--- config.mk ---
export PLATFORM = sky130hd
export DESIGN_NAME = mw_alu_flags
export DESIGN_NICKNAME = d
export VERILOG_FILES = /design/src/rtl/mwalu_pkg.sv /design/src/rtl/mwalu_width_mask.sv /design/src/rtl/mwalu_carry_chain.sv /design/src/rtl/mwalu_logic_unit.sv /design/src/rtl/mwalu_flag_gen.sv /design/src/rtl/mw_alu_flags.sv
export SDC_FILE = /design/constraint.sdc
export NUM_CORES = 1
export LEC_CHECK = 0
export ABC_CLOCK_PERIOD_IN_PS = 25500
export BUFFER_PORTS_ARGS = -buffer_cell sky130_fd_sc_hd__buf_2
export CAP_MARGIN = 20
export CORE_MARGIN = 2
export CORE_UTILIZATION = 55
export DETAILED_ROUTE_END_ITERATION = 10
export HOLD_SLACK_MARGIN = 0.08
export PLACE_DENSITY = 0.85
export SLEW_MARGIN = 10
export SYNTH_ARGS = -nofsm -noshare
export SYNTH_HDL_FRONTEND = slang
export SYNTH_HIERARCHICAL = 1
export SYNTH_SLANG_ARGS = --single-unit
--- constraint.sdc ---
create_clock -name clk -period 25.5 [get_ports clk]
set_input_delay 3.825 -clock clk [delete_from_list [all_inputs] [get_ports clk]]
set_output_delay 3.825 -clock clk [all_outputs]
set_load 0.1 [all_outputs]
--- src/rtl/mwalu_pkg.sv ---
package mwalu_pkg;

   typedef enum logic [2:0] {
      OP_ADD = 3'd0,
      OP_ADC = 3'd1,
      OP_SUB = 3'd2,
      OP_SBB = 3'd3,
      OP_CMP = 3'd4,
      OP_AND = 3'd5,
      OP_OR  = 3'd6,
      OP_XOR = 3'd7
   } alu_op_e;

   typedef enum logic [1:0] {
      SZ_BYTE = 2'd0,
      SZ_HALF = 2'd1,
      SZ_WORD = 2'd2,
      SZ_WIDE = 2'd3
   } op_size_e;

   localparam int NUM_LANES   = 3;
   localparam int FLAG_CF     = 0;
   localparam int FLAG_ONE    = 1;
   localparam int FLAG_PF     = 2;
   localparam int FLAG_AF     = 4;
   localparam int FLAG_ZF     = 6;
   localparam int FLAG_SF     = 7;
   localparam int FLAG_OF     = 11;

   // Width in bits of lane k (8, 16, 32)
   function automatic int lane_width(input int k);
      return 8 << k;
   endfunction

   // Lane index selected by a size code; code 3 aliases the widest lane
   function automatic logic [1:0] lane_of(input logic [1:0] sz);
      return (sz == SZ_WIDE) ? 2'd2 : sz;
   endfunction

endpackage

--- src/rtl/mwalu_width_mask.sv ---
module mwalu_width_mask #(
   parameter int DATA_W = 32,
   parameter int LANE_W = 8
) (
   input  logic [1:0]        size_i,
   output logic [DATA_W-1:0] mask_o
);
   localparam int N_BYTES = DATA_W / LANE_W;

   generate
      for (genvar k = 0; k < N_BYTES; k++) begin : g_byte
         logic en;
         if (k == 0) begin : g_low
            assign en = 1'b1;
         end else if (k == 1) begin : g_mid
            assign en = (size_i != 2'd0);
         end else begin : g_high
            assign en = size_i[1];
         end
         assign mask_o[k*LANE_W +: LANE_W] = {LANE_W{en}};
      end
   endgenerate

endmodule

--- src/rtl/mwalu_carry_chain.sv ---
module mwalu_carry_chain #(
   parameter int DATA_W      = 32,
   parameter int ADDER_STYLE = 0,   // 0: per-bit ripple, 1: operator adder
   parameter int AUX_BIT     = 4,
   parameter int N_LANES     = 3
) (
   input  logic [DATA_W-1:0]  a_i,
   input  logic [DATA_W-1:0]  b_i,
   input  logic               cin_i,
   output logic [DATA_W-1:0]  sum_o,
   output logic               c_aux_o,      // carry into bit AUX_BIT
   output logic [N_LANES-1:0] c_sign_o,     // carry into top bit of lane
   output logic [N_LANES-1:0] c_out_o       // carry out of top bit of lane
);
   logic [DATA_W:0] carry;

   generate
      if (ADDER_STYLE == 0) begin : g_ripple
         assign carry[0] = cin_i;
         for (genvar i = 0; i < DATA_W; i++) begin : g_bit
            logic p;
            assign p          = a_i[i] ^ b_i[i];
            assign sum_o[i]   = p ^ carry[i];
            assign carry[i+1] = (a_i[i] & b_i[i]) | (carry[i] & p);
         end
      end else begin : g_operator
         logic [DATA_W:0] full;
         assign full      = {1'b0, a_i} + {1'b0, b_i} + {{DATA_W{1'b0}}, cin_i};
         assign sum_o     = full[DATA_W-1:0];
         assign carry[0]  = cin_i;
         assign carry[DATA_W] = full[DATA_W];
         for (genvar i = 1; i < DATA_W; i++) begin : g_rec
            assign carry[i] = full[i] ^ a_i[i] ^ b_i[i];
         end
      end

      for (genvar k = 0; k < N_LANES; k++) begin : g_lane
         localparam int LW = 8 << k;
         assign c_sign_o[k] = carry[LW-1];
         assign c_out_o[k]  = carry[LW];
      end
   endgenerate

   assign c_aux_o = carry[AUX_BIT];

endmodule

--- src/rtl/mwalu_logic_unit.sv ---
module mwalu_logic_unit #(
   parameter int DATA_W = 32
) (
   input  logic [1:0]        sel_i,   // 1 AND, 2 OR, 3 XOR
   input  logic [DATA_W-1:0] a_i,
   input  logic [DATA_W-1:0] b_i,
   output logic [DATA_W-1:0] y_o
);
   always_comb begin
      unique case (sel_i)
         2'd1:    y_o = a_i & b_i;
         2'd2:    y_o = a_i | b_i;
         2'd3:    y_o = a_i ^ b_i;
         default: y_o = '0;
      endcase
   end
endmodule

--- src/rtl/mwalu_flag_gen.sv ---
module mwalu_flag_gen
   import mwalu_pkg::*;
#(
   parameter int DATA_W    = 32,
   parameter int FLAGS_W   = 32,
   parameter int PARITY_W  = 8,
   parameter int N_LANES   = 3
) (
   input  logic [DATA_W-1:0]  res_i,      // already masked to the width
   input  logic [1:0]         lane_i,
   input  logic               arith_i,
   input  logic               sub_i,
   input  logic               c_aux_i,
   input  logic [N_LANES-1:0] c_sign_i,
   input  logic [N_LANES-1:0] c_out_i,
   input  logic [FLAGS_W-1:0] flags_q_i,
   output logic [FLAGS_W-1:0] flags_d_o
);
   logic [N_LANES-1:0] top_bit;
   logic cout, cinto, sf, zf, pf, cf, of, af;

   generate
      for (genvar k = 0; k < N_LANES; k++) begin : g_top
         assign top_bit[k] = res_i[(8 << k) - 1];
      end
   endgenerate

   always_comb begin
      cout  = c_out_i[lane_i];
      cinto = c_sign_i[lane_i];
      sf    = top_bit[lane_i];
      zf    = ~|res_i;
      pf    = ~^res_i[PARITY_W-1:0];
      if (arith_i) begin
         cf = cout ^ sub_i;
         of = cout ^ cinto;
         af = c_aux_i ^ sub_i;
      end else begin
         cf = 1'b0;
         of = 1'b0;
         af = flags_q_i[FLAG_AF];
      end
      flags_d_o          = flags_q_i;
      flags_d_o[FLAG_CF] = cf;
      flags_d_o[FLAG_PF] = pf;
      flags_d_o[FLAG_AF] = af;
      flags_d_o[FLAG_ZF] = zf;
      flags_d_o[FLAG_SF] = sf;
      flags_d_o[FLAG_OF] = of;
   end
endmodule

--- src/rtl/mw_alu_flags.sv ---
module mw_alu_flags
   import mwalu_pkg::*;
#(
   parameter int DATA_W      = 32,
   parameter int FLAGS_W     = 32,
   parameter int ADDER_STYLE = 0,
   parameter int AUX_BIT     = 4,
   parameter int PARITY_W    = 8
) (
   input  logic              clk,
   input  logic              rst,
   input  logic [2:0]        op_i,
   input  logic [1:0]        size_i,
   input  logic [31:0]       a_i,
   input  logic [31:0]       b_i,
   input  logic              carry_in_i,
   input  logic              upd_i,
   output logic [31:0]       result_o,
   output logic              res_we_o,
   output logic [31:0]       flags_o
);
   localparam logic [FLAGS_W-1:0] FLAGS_INIT = FLAGS_W'(1) << FLAG_ONE;

   generate
      if (DATA_W != 32) begin : g_chk_data
         $error("mw_alu_flags: DATA_W must be 32");
      end
      if (FLAGS_W != 32) begin : g_chk_flags
         $error("mw_alu_flags: FLAGS_W must be 32");
      end
      if (ADDER_STYLE < 0 || ADDER_STYLE > 1) begin : g_chk_style
         $error("mw_alu_flags: ADDER_STYLE must be 0 or 1");
      end
      if (AUX_BIT != 4 || PARITY_W != 8) begin : g_chk_pos
         $error("mw_alu_flags: AUX_BIT must be 4 and PARITY_W 8");
      end
   endgenerate

   alu_op_e           op;
   logic              is_arith, is_sub;
   logic              adder_cin;
   logic [DATA_W-1:0] b_eff, sum, logic_y, mask;
   logic              c_aux;
   logic [NUM_LANES-1:0] c_sign, c_out;
   logic [FLAGS_W-1:0] flags_q, flags_d;

   assign op       = alu_op_e'(op_i);
   assign is_arith = ~op_i[2] | (op == OP_CMP);
   assign is_sub   = (op == OP_SUB) | (op == OP_SBB) | (op == OP_CMP);
   assign b_eff    = is_sub ? ~b_i : b_i;

   always_comb begin
      unique case (op)
         OP_ADC:  adder_cin = carry_in_i;
         OP_SUB,
         OP_CMP:  adder_cin = 1'b1;
         OP_SBB:  adder_cin = ~carry_in_i;
         default: adder_cin = 1'b0;
      endcase
   end

   mwalu_width_mask #(.DATA_W(DATA_W), .LANE_W(8)) u_mask (
      .size_i (size_i),
      .mask_o (mask)
   );

   mwalu_carry_chain #(
      .DATA_W      (DATA_W),
      .ADDER_STYLE (ADDER_STYLE),
      .AUX_BIT     (AUX_BIT),
      .N_LANES     (NUM_LANES)
   ) u_chain (
      .a_i      (a_i),
      .b_i      (b_eff),
      .cin_i    (adder_cin),
      .sum_o    (sum),
      .c_aux_o  (c_aux),
      .c_sign_o (c_sign),
      .c_out_o  (c_out)
   );

   mwalu_logic_unit #(.DATA_W(DATA_W)) u_logic (
      .sel_i (op_i[1:0]),
      .a_i   (a_i),
      .b_i   (b_i),
      .y_o   (logic_y)
   );

   assign result_o = (is_arith ? sum : logic_y) & mask;
   assign res_we_o = (op != OP_CMP);

   mwalu_flag_gen #(
      .DATA_W   (DATA_W),
      .FLAGS_W  (FLAGS_W),
      .PARITY_W (PARITY_W),
      .N_LANES  (NUM_LANES)
   ) u_flags (
      .res_i     (result_o),
      .lane_i    (lane_of(size_i)),
      .arith_i   (is_arith),
      .sub_i     (is_sub),
      .c_aux_i   (c_aux),
      .c_sign_i  (c_sign),
      .c_out_i   (c_out),
      .flags_q_i (flags_q),
      .flags_d_o (flags_d)
   );

   always_ff @(posedge clk) begin
      if (rst)        flags_q <= FLAGS_INIT;
      else if (upd_i) flags_q <= flags_d;
   end

   assign flags_o = flags_q;

endmodule

Word-level counts from Yosys, hierarchy flattened:

Index checks and enable logic that the tools add are counted.

* mux-type cells: 13
* reduce and logical (&&, ||, !) cells: 6
* bitwise operators: 173
* equal/unequal tests: 9
* order comparisons: 1

Operators by type and width (count)
* one-hot mux 32 bit (3 select lines): 1
* XOR 1 bit: 67
* bitwise AND 1 bit: 64
* bitwise AND 32 bit: 2
* 2-to-1 mux 32 bit: 2
* OR 1 bit: 35
* inverter 32 bit: 1
* OR 32 bit: 1
* OR reduction 32 bit: 1
* XOR 32 bit: 1
* XNOR reduction 8 bit: 1
* binary-select mux 1 bit (select 2 bit): 3
* equality test 2 bit, second input constant: 3
* equality test 3 x 2 -> 1 bit, second input constant: 2
* 2-to-1 mux 1 bit: 5
* equality test 3 x 1 -> 1 bit, second input constant: 1
* equality test 3 bit, second input constant: 1
* < comparator 2 x 3 -> 1 bit, second input constant: 1
* inequality test 3 bit, second input constant: 1
* one-hot mux 1 bit (3 select lines): 1
* equality test 2 x 1 -> 1 bit, second input constant: 1
* 2-to-1 mux 2 bit: 1
* inverter 1 bit: 2
* AND reduction 2 bit: 1
* other kinds (3): 3

* input bits: 73
* logic and storage cells: 204
* output and inout port bits: 65
* flip-flop bits (word level): 6

Logic depth before layout (Yosys ltp):

Gate-level depths: netlist (run 1).

* word-level depth: 73
* mapped depth: 47
* gate-level depth less buffers: 46

Cells and area by module:

The synthesis (run 1) kept the hierarchy.

By module, submodules not included
* mw_alu_flags: cells each 251, instances 1, sequential area each 640.6 um^2, area an instance 1984.4 um^2
* mwalu_logic_unit: cells each 239, instances 1, sequential area each 0.0 um^2, area an instance 1904.3 um^2
* mwalu_carry_chain: cells each 42, instances 1, sequential area each 0.0 um^2, area an instance 678.2 um^2
* mwalu_flag_gen: cells each 80, instances 1, sequential area each 0.0 um^2, area an instance 586.8 um^2
* mwalu_width_mask: cells each 34, instances 1, sequential area each 0.0 um^2, area an instance 250.2 um^2

Least setup slack after synthesis (run 1):

No wires, ideal clock.

* path type: input port to output port
* from: input port op_i[1]
* to: output port result_o[31]
* stages on the path: 41
* data required time: 21.675 ns
* slack: 3.911 ns
* data arrival time: 17.764 ns
* path buffers: 0
* path through: nor2_2 -> nand2_1 -> o21ai_0 -> fa_1 -> fa_1 -> fa_1 -> fa_1 -> fa_1 -> fa_1 -> fa_1 -> fa_1 -> fa_1 -> fa_1 -> fa_1 -> fa_1 -> fa_1 -> fa_1 -> fa_1 -> (+5 left out) -> fa_1 -> inv_1 -> fa_1 -> fa_1 -> fa_1 -> fa_1 -> fa_1 -> fa_1 -> fa_1 -> fa_1 -> fa_1 -> fa_1 -> inv_1 -> fa_1 -> inv_1 -> fa_1 -> nand3_1 -> nand2_1

* elaborated cells on any way between the ends: 142
* classes of those cells: eq/ne (7); mux (4); bitwise (130); reduce/logical (1)

RTL lines
* start: declaration: RTL line mw_alu_flags.sv:12 `input logic [2:0] op_i,`
* equality test 3 bit / equality test 3 x 2 -> 1 bit (equally long branches): RTL line mw_alu_flags.sv:53 `unique case (op)`
* OR reduction 2 bit: RTL line mw_alu_flags.sv:53
* one-hot mux 1 bit (3 select lines) *: RTL line mw_alu_flags.sv:53
* net adder_cin: RTL line mw_alu_flags.sv:41 `logic adder_cin;`
* bitwise AND 1 bit *: RTL line mwalu_carry_chain.sv:24 `assign carry[i+1] = (a_i[i] & b_i[i]) | (carry[i] & p);`
* OR 1 bit *: RTL line mwalu_carry_chain.sv:24
* bitwise AND 1 bit *: RTL line mwalu_carry_chain.sv:24
* OR 1 bit *: RTL line mwalu_carry_chain.sv:24
* (+4 left out)
* net c_aux: RTL line mw_alu_flags.sv:43 `logic c_aux;`
* (+6 left out)
* net c_sign[0]: RTL line mw_alu_flags.sv:44 `logic [NUM_LANES-1:0] c_sign, c_out;`
* (+2 left out)
* net c_out[0]: RTL line mw_alu_flags.sv:44
* (+14 left out)
* net c_sign[1]: RTL line mw_alu_flags.sv:44
* (+2 left out)
* net c_out[1]: RTL line mw_alu_flags.sv:44
* (+27 left out)
* OR 1 bit *: RTL line mwalu_carry_chain.sv:24
* bitwise AND 1 bit *: RTL line mwalu_carry_chain.sv:24
* OR 1 bit *: RTL line mwalu_carry_chain.sv:24
* net c_sign[2]: RTL line mw_alu_flags.sv:44
* XOR 1 bit *: RTL line mwalu_carry_chain.sv:23 `assign sum_o[i] = p ^ carry[i];`
* net sum[31]: RTL line mw_alu_flags.sv:42 `logic [DATA_W-1:0] b_eff, sum, logic_y, mask;`
* 2-to-1 mux 32 bit *: RTL line mw_alu_flags.sv:89 `assign result_o = (is_arith ? sum : logic_y) & mask;`
* bitwise AND 32 bit *: RTL line mw_alu_flags.sv:89
* end: declaration: RTL line mw_alu_flags.sv:18 `output logic [31:0] result_o,`

Mark *: on every way through the listed nets, which the timed path passes. The rest lies on a longest branch.

Final worst setup path (run 1):

* from: input port op_i[0]
* to: output port result_o[31]

* cells in the longest elaborated chain, start to end: 70
* elaborated cells on any way between the ends: 142
* classes of those cells: eq/ne (7); mux (4); bitwise (130); reduce/logical (1)

RTL lines
* equality test 3 x 2 -> 1 bit: RTL line mw_alu_flags.sv:49 `assign is_sub = (op == OP_SUB) | (op == OP_SBB) | (op == OP_CMP);`
* OR 1 bit: RTL line mw_alu_flags.sv:49
* OR 1 bit *: RTL line mw_alu_flags.sv:49
* 2-to-1 mux 32 bit *: RTL line mw_alu_flags.sv:50 `assign b_eff = is_sub ? ~b_i : b_i;`
* net b_eff[0]: RTL line mw_alu_flags.sv:42
* XOR 1 bit: RTL line mwalu_carry_chain.sv:22 `assign p = a_i[i] ^ b_i[i];`
* bitwise AND 1 bit: RTL line mwalu_carry_chain.sv:24
* OR 1 bit *: RTL line mwalu_carry_chain.sv:24
* (+6 left out)
* net c_aux: RTL line mw_alu_flags.sv:43
* (+6 left out)
* net c_sign[0]: RTL line mw_alu_flags.sv:44
* (+2 left out)
* net c_out[0]: RTL line mw_alu_flags.sv:44
* (+14 left out)
* net c_sign[1]: RTL line mw_alu_flags.sv:44
* (+2 left out)
* net c_out[1]: RTL line mw_alu_flags.sv:44
* (+27 left out)
* OR 1 bit *: RTL line mwalu_carry_chain.sv:24
* bitwise AND 1 bit *: RTL line mwalu_carry_chain.sv:24
* OR 1 bit *: RTL line mwalu_carry_chain.sv:24
* net c_sign[2]: RTL line mw_alu_flags.sv:44
* XOR 1 bit *: RTL line mwalu_carry_chain.sv:23
* net sum[31]: RTL line mw_alu_flags.sv:42
* 2-to-1 mux 32 bit *: RTL line mw_alu_flags.sv:89
* bitwise AND 32 bit *: RTL line mw_alu_flags.sv:89

Marks and branches as above.

==> results of run 1 <==
## worst paths after layout
| check | endpoint | depth (start not counted) | start | slack [ps] |
|---|---|---|---|---|
| setup / recovery | result_o[31] | 44 | op_i[0] | 2570 |
| hold / removal | flags_o[0] | 2 | flags_o[0] | 500 |
| setup reg to reg | flags_o[1] | 2 | flags_o[1] | 24620 |
| hold reg to reg | flags_o[0] | 2 | flags_o[0] | 500 |
## cells in the mapped netlist (all sizes together)
cell | instances | area (um2)
and3b | 1 | 8.76
or2 | 1 | 6.26
o2111ai | 1 | 8.76
nor4 | 5 | 31.3
conb | 1 | 3.75
mux2i | 36 | 373
o21a | 1 | 7.51
ha | 68 | 851
nand2b | 62 | 388
nor2 | 34 | 130
nor2b | 3 | 26.3
and4b | 1 | 10.0
a211o | 1 | 8.76
nand3 | 66 | 330
fa | 32 | 641
inv | 85 | 319
xor2 | 4 | 35.0
a32o | 32 | 328
nand4 | 1 | 6.26
and4bb | 1 | 12.5
nand2 | 36 | 135
a21oi | 1 | 5.00
or2b | 3 | 22.5
o22ai | 1 | 6.26
clkbuf | 7 | 26.3
dfxtp | 32 | 641
buf | 89 | 693
o21ai | 2 | 10.0
xnor2 | 36 | 315
nor4b | 1 | 8.76
nor3b | 1 | 7.51
nand4b | 1 | 8.76
## cell type report
class                   count  area [um2]
multi-input cells         440        3750
inverters                  85         319
clock inverters             2        35.0
fillers                   885        3950
clock buffers               6        72.6
well taps                 133         166
repair buffers            140         708
flip-flops and latches     32         641
## critical path: cells and delay by family
kind / cells / cell delay, ps
muxes: 1 / 170
and+or+nand+nor: 3 / 320
adders and majority gates: 32 / 12600
buffers and inverters: 7 / 1960
xor gates and xnor gates: 1 / 180
## kinds of logic after synthesis
family / count (synthesis)
muxes: 36
DFF: 32
and+or+nand+nor: 217
xor gates and xnor gates: 40
adders and majority gates: 100
buffers and inverters: 181
other: 1
AOI/OAI and AO/OA: 39
## where the power goes
| group | internal [mW] | total [mW] | switching, mW |
|---|---|---|---|
| Sequential | 0.0515 | 0.0524 | 0.000890 |
| Combinational | 0.0522 | 0.194 | 0.142 |
| Clock | 0.0290 | 0.0470 | 0.0180 |
## layer usage
| metal | wire length (um) | GRT usage [%] | vias up | part of all wire (%) |
|---|---|---|---|---|
| li1 | - | - | 2147 | - |
| met1 | 5300 | 30.4 | 2093 | 43 |
| met2 | 6020 | 40.0 | 166 | 49 |
| met3 | 664 | 2.85 | 26 | 5.4 |
| met4 | 335 | 7.39 | 0 | 2.7 |
| met5 | 0 | 0 | - | 0 |
## stage by stage
stage / utilization [%] / worst slack [ps] / hold WS [ps] / area [um2] / cells
after floorplan: - / 3910 / 975 / 5430 / 653
after global placement: 57.9 / 3040 / 461 / 5590 / 830
after detailed placement: 57.9 / 2620 / 468 / 5590 / 830
after CTS: 59.1 / 2590 / 500 / 5690 / 838
after global routing: 59.1 / 1910 / 528 / 5690 / 838
final: 59.1 / 2570 / 498 / 5690 / 838
==> summary.md, run 1 <==
| Metric | Value |
|---|---|
| Status | `complete, no violations` |
| Hold_buf cts | `0` |
| H-Tree Depth | `2` |
| Slew of the pin with the lowest slew margin | `1060 ps` |
| First-pass GRT wire length | `20.0 mm` |
| Area grow syn2layout | `5.35%` |
| Die Span X | `103 um` |
| Critical-path top delay cell | `buf_2` |
| Final Total Pwr | `0.293 mW` |
| Fin crit share | `89.9%` |
| Flops & latches, synth | `32` |
| Diode count | `0` |
| Adder-cell share of the synthesized area | `27.6%` |
| Largest family of logic cells by synthesized area | `adder cells` |
| Post-Synth Simple-Gate Area | `21.0%` |
| Synthesized instance count | `646` |
| Peak VDD IR | `0.0376 mV` |
| Critical setup path kind | `in2out` |
| Final setup vio count | `0` |
| Sequential cell area fraction in the yosys report | `11.9%` |
| CTS Root Cell | `clkbuf_8` |
| Hpwl dp | `9.44 mm` |
| Largest net degree at the start of global routing | `69` |
| Min Tclk post-route | `22930 ps` |
| Core area | `9640 um2` |
| Mean post-synth cell area | `8.37 um2` |
| GRT Util Overall | `23.2%` |
| Critical Path Max Stage Delay | `750 ps` |
| Worst-path fanout max | `68` |
| Postcts setup bufs | `0` |
| Die area | `10600 um2` |
| Port-buffer cells | `137` |
| Vias in the first global route | `4330` |
| Startpoint Class | `input pin` |
| Die H | `103 um` |
| Commonest non-fill, non-tap cell in the layout | `buf_2` |
| Clock Latency Late Sink | `270 ps` |
| Yosys cell types | `39` |
| Num Clock Sinks | `32` |
| CTS Buf Count | `5` |
| Routability congestion estimate | `0.887` |
| Detail Route Antenna Nets | `0` |
| Maximum clock rate | `0.0436 GHz` |
| Post-cts resize count | `0` |
| Slew Viols, Final | `0` |
| CTS Buffer Depth | `2` |
| Initial core utilization | `56.1%` |
| Most frequent cells in the layout | `137 x buf_2, 85 x inv_1, 68 x ha_1` |
| Ys Warns | `6` |
| Slew headroom | `29.4%` |
| Final Skew | `0 ps` |
| Power per cell area | `51.5 nW/um2` |
| Synth Area in Compound Gates | `6.92%` |
| Unrepaired setup endpoints after global routing | `false` |
| Crit path DAT | `19110 ps` |
| CP most frequent cell | `fa_1` |
| Final setup TNS | `0 ps` |
| Drt first pass iters | `4` |
| Via Count | `4432` |
| Row count | `36` |
| Max_cap viols | `0` |
| DRT Wirelength | `12.3 mm` |
| DRC | `0` |
| Multiplexer area fraction after synthesis | `6.90%` |
| CTS tree | `built` |
| Post-layout nets | `877` |
| Via density per instance | `5.29` |
| WL/cell | `14.7 um` |
| Worst Path Required | `21670 ps` |
| Initial antenna violation count | `0` |
| Area of the mapped netlist | `5400 um2` |
| Fin. Hold Viols | `0` |
| Post-Synth XOR/XNOR Area | `6.48%` |
| Gr ovfl total | `0` |
| IO Count | `138` |
| Initial DRC Count | `247` |
| Max FFs per register | `32` |
| HP Class | `reg2reg` |
| Share of cells above drive strength 1 | `22.3%` |
| Leak pwr | `3.06 nW` |
| Clock transition at the registers of the reported paths | `60 ps` |
| Critical Path End Type | `primary output` |
Power figures use the tool's default switching activity.
==> inputs of run 2 (changes only) <==
- CORE_UTILIZATION: 55 -> 53
- PLACE_DENSITY: 0.85 -> 0.86
- SYNTH_HIERARCHICAL: 1 -> unset
==> run 2 against run 1 <==
Compared with the run above:
- synthesized area shrank 23%
- non-clock buffer count fell by 25
- power fell by 11%
- synthesized cell count shrank 16%
- clock power fell by 71%
- utilization up 1.9 points
- worst hold slack got worse by 31 ps
- critical path type unchanged
- largest cell class unchanged
==> summary.md, run 2 <==
| Metric | Value |
|---|---|
| Status | `complete, no violations` |
| Critical R2R Capture | `flags_o[6]` |
| Die H | `92.7 um (-10%)` |
| Synthesized instance count | `545 (-16%)` |
| Crit path DAT | `18100 ps (-1010 ps)` |
| Grt peak-use layer | `met2` |
| Most frequent cells in the layout | `111 x buf_2, 93 x inv_1, 68 x ha_1` |
| DRC | `0 (unchanged)` |
| Clock share of power | `5.3% (-11 points)` |
| Flop pwr share | `4.3% (-14 points)` |
| CTS Root Cell | `clkbuf_8` |
| Vias in the first global route | `4153 (-4.1%)` |
| Worst Path Required | `21670 ps (about the same)` |
| Flops & latches, synth | `6 (-81%)` |
| Detail Route Antenna Nets | `0 (unchanged)` |
| Main flop type after synthesis | `dfxtp_1` |
| Initial core utilization | `54.2% (-1.9 points)` |
| Via Count | `4135 (-6.7%)` |
| Port-buffer cells | `111 (-19%)` |
| Critical Path Max Stage Delay | `500 ps (-250 ps)` |
| Leak pwr | `2.49 nW (-19%)` |
| Area leader, netlist | `ha_1` |
| CTS tree | `built` |
| Yosys cell types | `58 (+49%)` |
| Peak VDD IR | `0.0329 mV (-13%)` |
| Commonest non-fill, non-tap cell in the layout | `buf_2` |
| Area of the mapped netlist | `4170 um2 (-23%)` |
| Via density per instance | `5.64 (+6.7%)` |
| Reg area | `120 um2 (-81%)` |
| Final setup vio count | `0 (unchanged)` |
| Crit path max-delay family | `adder cells` |
| Critical-path top delay cell | `fa_1` |
| H-Tree Depth | `1 (-1)` |
| Diode count | `0 (unchanged)` |
| Final Non-Filler Cells | `733 (-13%)` |
| Sequential cell area fraction in the yosys report | `2.88% (-9.0 points)` |
| First-pass GRT wire length | `18.3 mm (-8.2%)` |
| Reg2reg setup slack | `24760 ps (+140 ps)` |
| Slew Viols, Final | `0 (unchanged)` |
| Largest net degree at the start of global routing | `60 (-13%)` |
| HP Start | `flags_o[11]` |
| Core area | `7690 um2 (-20%)` |
| HP Class | `reg2reg` |
| Grt met1 use | `30.9% (+0.49 points)` |
| Ys Warns | `0 (-6)` |
| P_sw | `0.178 mW (+11%)` |
| Placed cell count | `730 (-12%)` |
| Grt met2 use | `46.7% (+6.8 points)` |
| Worst-path fanout max | `50 (-26%)` |
| Min Tclk post-route | `21930 ps (-1000 ps)` |
| IO Count | `138 (unchanged)` |
| Pint | `0.0833 mW (-37%)` |
| Post-cts resize count | `0 (unchanged)` |
| Die Span X | `92.7 um (-10%)` |
| GRT Util Overall | `25.8% (+2.6 points)` |
| Max_cap viols | `0 (unchanged)` |
| Final setup TNS | `0 ps (unchanged)` |
| Postcts setup bufs | `0 (unchanged)` |
| WL/cell | `15.3 um (+3.7%)` |
| Slew of the pin with the lowest slew margin | `800 ps (-259 ps)` |
| Routability congestion estimate | `0.965 (+8.7%)` |
| Crit path buf inv count | `9 (+2)` |
| End of the worst hold path | `flags_o[11]` |
| Gr ovfl total | `0 (unchanged)` |
| Hold_buf cts | `0 (unchanged)` |
| Dpl ws | `3640 ps (+1020 ps)` |
| Clock transition at the registers of the reported paths | `30 ps (-30 ps)` |
| Mean post-synth cell area | `7.64 um2 (-8.6%)` |
| Area of the multi-input gates | `3460 um2 (-7.8%)` |
| Power share of the combinational group | `90.5% (+24 points)` |
| Met3 Track Usage GR | `2.85% (about the same)` |
| Power per cell area | `55.8 nW/um2 (+8.2%)` |
| Fin. Hold Viols | `0 (unchanged)` |
| Top-count cell post-synth | `inv_1` |
| Synth async-reset ratio | `0% (unchanged)` |
| Max FFs per register | `6 (-81%)` |
| Critical setup path kind | `in2out` |
| Drt first pass iters | `4 (unchanged)` |
| CTS Buf Count | `3 (-2)` |
| Area share of the largest cell type after synthesis | `20.4% (+4.7 points)` |
| Critical Path End Type | `primary output` |
| Clock Latency Late Sink | `220 ps (-50 ps)` |
| Initial antenna violation count | `0 (unchanged)` |
| Sw Share | `68.1% (+13 points)` |
| CTS Buffer Depth | `2 (unchanged)` |
| Hpwl dp | `8.99 mm (-4.8%)` |
| Die area | `8590 um2 (-19%)` |
| Maximum clock rate | `0.0456 GHz (+4.6%)` |
| List of most frequent post-synthesis cells | `93 x inv_1, 68 x ha_1, 37 x xnor2_1, 35 x nor2_1, 32 x fa_1` |
| Unrepaired setup endpoints after global routing | `false` |
| DRT Wirelength | `11.2 mm (-9.3%)` |
| Post-route setup slack | `3570 ps (+1000 ps)` |
| Share of cells above drive strength 1 | `20.9% (-1.4 points)` |
| Top cells by area, synth | `ha_1 20%, fa_1 15%, inv_1 8.4%` |
| Slew headroom | `46.6% (+17 points)` |
| Fill cells | `699 (-21%)` |
| Final Skew | `0 ps (unchanged)` |
| RR Startpoint | `flags_o[6]` |
| CP most frequent cell | `fa_1` |
| Worst Reg-to-Reg Cells | `2 (unchanged)` |
| Fin crit share | `86.0% (-3.9 points)` |
| Post-layout nets | `806 (-8.1%)` |
| Post-synth EDFFs | `0 (unchanged)` |
| Num Clock Sinks | `6 (-81%)` |
| Area grow syn2layout | `12.6%` |
| WHS Path Cells | `2 (unchanged)` |
| Startpoint Class | `input pin` |
| Row count | `32 (-11%)` |
| Initial DRC Count | `202 (-18%)` |
## run 2: cell count changes after synthesis, sizes merged, moves of 8 or more
cell | previous run | this run
a21oi | 1 | 21
o221a | 0 | 8
a211oi | 0 | 14
a32o | 32 | 0
nand2 | 36 | 24
nand2b | 62 | 14
inv | 85 | 93
buf | 89 | 42
o21ai | 2 | 25
mux2i | 36 | 9
dfxtp | 32 | 6
nand3 | 66 | 8
a31oi | 0 | 9
o22ai | 1 | 15
## run 2: layer usage
| layer | vias to the layer above | share of wire, % |
|---|---|---|
| li1 | 1948 | - |
| met2 | 202 | 51 |
| met1 | 1948 | 38 |
| met5 | - | 0 |
| met4 | 0 | 3.6 |
| met3 | 37 | 7.1 |
## run 2: cells by family after synthesis
kind of cell	share of synthesized area, %
AOI/OAI and AO/OA	20.3
xor gates and xnor gates	8.20
adders and majority gates	35.8
buffers and inverters	16.5
DFF	2.88
muxes	2.43
other	0.180
and+or+nand+nor	13.7
## run 2: power by group through the flow
| stage | clock network, mW | logic (mW) | registers, mW |
|---|---|---|---|
| floorplan | 0 | 0.188 | 0.0189 |
| global placement | 0 | 0.229 | 0.0112 |
| detailed placement | 0 | 0.235 | 0.0113 |
| CTS | 0.0140 | 0.236 | 0.0111 |
| global route | 0.0148 | 0.253 | 0.0112 |
| finish | 0.0137 | 0.237 | 0.0111 |
## run 2: per-stage QoR
step	power (mW)	utilization, %	instance area (um2)	hold slack, ps
detailed placement	0.247	60.5	4650	458
global placement	0.240	60.5	4650	457
global route	0.279	61.0	4690	484
CTS	0.261	61.0	4690	471
floorplan	0.207	-	4260	909
finish	0.262	61.0	4690	467
## run 2: final cells by class
class | instances | share of cell area (%)
Sequential cell | 6 | 2.56
Clock buffer | 3 | 0.880
Tap cell | 102 | 2.72
Timing Repair Buffer | 115 | 12.5
Inverter | 95 | 7.60
Multi-Input combinational cell | 412 | 73.7
## run 2: tightest hold or removal path, delay by kind of cell, from the launching register on
family | cells | cell delay [ps]
AND/OR/NAND/NOR | 1 | 60
AO/OA/AOI/OAI | 1 | 50
flip-flops | 1 | 300
## run 2: worst max path at each step
stage          slack, ps     from           end  depth (start not counted)
2_1_floorplan       1370  op_i[0]  result_o[26]                         39
3_3_place_gp        3960  op_i[0]  result_o[31]                         44
3_5_place_dp        3640  op_i[0]  result_o[31]                         44
4_1_cts             3610  op_i[0]  result_o[31]                         44
5_1_grt             2860  op_i[2]  result_o[31]                         44
6_report            3570  op_i[2]  result_o[31]                         44
==> inputs of run 3 (changes only) <==
- ABC_CLOCK_PERIOD_IN_PS: 25500 -> 28300
- CORE_UTILIZATION: 53 -> 55
- PLACE_DENSITY: 0.86 -> 0.89
- clock period: 25.5 -> 28.3 ns (I/O delays scaled with it)
==> run 3 against run 2 <==
Compared with the run above:
- clock-buffer cell count did not move
- via count fell by 1.7%
- worst setup slack improved by 1800 ps
- critical path depth fell by 1
- sequential power fell by 10%
- combinational power fell by 9.7%
- sequential share of layout area barely moved
- power fell by 9.6%
- register-to-register slack improved by 2800 ps
- clock power fell by 8%
- utilization rose by 3.2 points
==> summary.md, run 3 (synthesis gave the netlist of run 2 again) <==
| Metric | Value |
|---|---|
| Placed Area | `4640 um2 (-0.24%)` |
| Detail Route Antenna Nets | `0 (unchanged)` |
| Min Tclk post-route | `22940 ps` |
| IO Count | `138 (unchanged)` |
| Slew headroom | `34.9% (-12 points)` |
| Gr ovfl total | `0 (unchanged)` |
| Slew of the pin with the lowest slew margin | `976 ps (+176 ps)` |
| Most frequent cells in the layout | `111 x buf_2, 93 x inv_1, 68 x ha_1` |
| Final setup vio count | `0 (unchanged)` |
| Hpwl dp | `8.92 mm (-0.82%)` |
| Share of cells above drive strength 1 | `20.8% (-0.13 points)` |
| Initial DRC Count | `274 (+36%)` |
| Post-layout nets | `805 (-0.12%)` |
| Vias in the first global route | `3959 (-4.7%)` |
| Via density per instance | `5.58 (-1.1%)` |
| Core area | `7290 um2 (-5.1%)` |
| Power per cell area | `50.6 nW/um2 (-9.4%)` |
| Maximum clock rate | `0.0436 GHz` |
| Final Skew | `0 ps (unchanged)` |
| Final Cell Area | `4680 um2 (-0.24%)` |
| Die Span X | `91.0 um (-1.8%)` |
| Critical Path End Type | `primary output` |
| Fill cells | `615 (-12%)` |
| DRT Wirelength | `11.0 mm (-1.3%)` |
| Crit path max-delay family | `adder cells` |
| Clock transition at the registers of the reported paths | `40 ps (about the same)` |
| Num Clock Sinks | `6 (unchanged)` |
| Status | `complete, no violations` |
| Leak pwr | `2.48 nW (-0.19%)` |
| Max_cap viols | `0 (unchanged)` |
| Commonest non-fill, non-tap cell in the layout | `buf_2` |
| Reg area | `120 um2 (unchanged)` |
| Fin crit share | `81.1%` |
| Row count | `31 (-3.1%)` |
| HP Class | `reg2reg` |
| Postcts setup bufs | `0 (unchanged)` |
| Startpoint Class | `input pin` |
| Crit path buf inv count | `8 (-1)` |
| First-pass GRT wire length | `18.2 mm (-0.83%)` |
| Via Count | `4066 (-1.7%)` |
| H-Tree Depth | `1 (unchanged)` |
| Die H | `91.0 um (-1.8%)` |
| Peak VDD IR | `0.0240 mV (-27%)` |
| Die area | `8290 um2 (-3.5%)` |
| Hold_buf cts | `0 (unchanged)` |
| Initial core utilization | `57.1% (+2.9 points)` |
| CTS Root Cell | `clkbuf_8` |
| Routability congestion estimate | `1.00 (+4.0%)` |
| Area of the multi-input gates | `3460 um2 (unchanged)` |
| Unrepaired setup endpoints after global routing | `false` |
| Critical-path top delay cell | `buf_2` |
| Critical setup path kind | `in2out` |
| Critical Path Max Stage Delay | `670 ps (+170 ps)` |
| Clock Latency Late Sink | `220 ps (about the same)` |
| Max FFs per register | `6 (unchanged)` |
| Final setup TNS | `0 ps (unchanged)` |
| DRC | `0 (unchanged)` |
| CTS Buffer Depth | `2 (unchanged)` |
| CTS tree | `built` |
| Port-buffer cells | `111 (unchanged)` |
| Post-cts resize count | `0 (unchanged)` |
| Worst-path fanout max | `50 (unchanged)` |
| Worst Path Required | `24050 ps (+2380 ps)` |
| Slew Viols, Final | `0 (unchanged)` |
| Crit path DAT | `18690 ps (+590 ps)` |
| CTS Buf Count | `3 (unchanged)` |
| Initial antenna violation count | `0 (unchanged)` |
| CP most frequent cell | `fa_1` |
| Area grow syn2layout | `12.3%` |
| Drt first pass iters | `5 (+1)` |
| WL/cell | `15.1 um (-0.77%)` |
| Fin. Hold Viols | `0 (unchanged)` |
| Diode count | `0 (unchanged)` |
| Worst hold slack | `464 ps (-3.26 ps)` |
| Largest net degree at the start of global routing | `107 (+78%)` |
| GRT Util Overall | `26.1% (+0.23 points)` |
[run 3: cell type report]
class,count,area share (%)
tap,99,2.65
timing repair buffer,114,12.4
clock buffer,3,0.883
sequential,6,2.57
multi-input combinational,412,73.9
inverter,95,7.62
[run 3: path summary, 6_finish.rpt]
kind                    start           end  slack, ps  depth (start not counted)
setup / recovery      op_i[2]  result_o[31]       5360                         43
hold / removal    flags_o[11]   flags_o[11]        460                          2
setup reg to reg   flags_o[6]    flags_o[6]      27550                          2
hold reg to reg   flags_o[11]   flags_o[11]        460                          2
[run 3: stage by stage]
stage          utilization (%)  power (mW)  worst slack (ps)  instances
2_1_floorplan                -       0.186              3330        569
3_3_place_gp              63.6       0.216              5730        726
3_5_place_dp              63.6       0.222              5450        726
4_1_cts                   64.2       0.235              5380        729
5_1_grt                   64.2       0.252              4730        729
6_report                  64.2       0.236              5360        729
[run 3: where the power goes]
part / switching, mW / internal, mW
clock: 0.00346 / 0.00912
combinational: 0.157 / 0.0565
sequential: 0.000430 / 0.00954
total: 0.161 / 0.0752
[run 3: metal layers]
metal  global-route usage (%)  wire, um  vias to the layer above  share of wire, %
met5                        0         0                        -                 0
met3                     1.91       888                       18               8.0
li1                         -         -                     1938                 -
met2                     45.4      5490                      199                50
met4                     7.83       209                        0               1.9
met1                     34.5      4460                     1911                40
[run 3: tightest hold or removal path, cell delays in order (launching register included)]
cell,delay [ps]
dfxtp_1,300
nand2b_1,60
a21oi_1,50
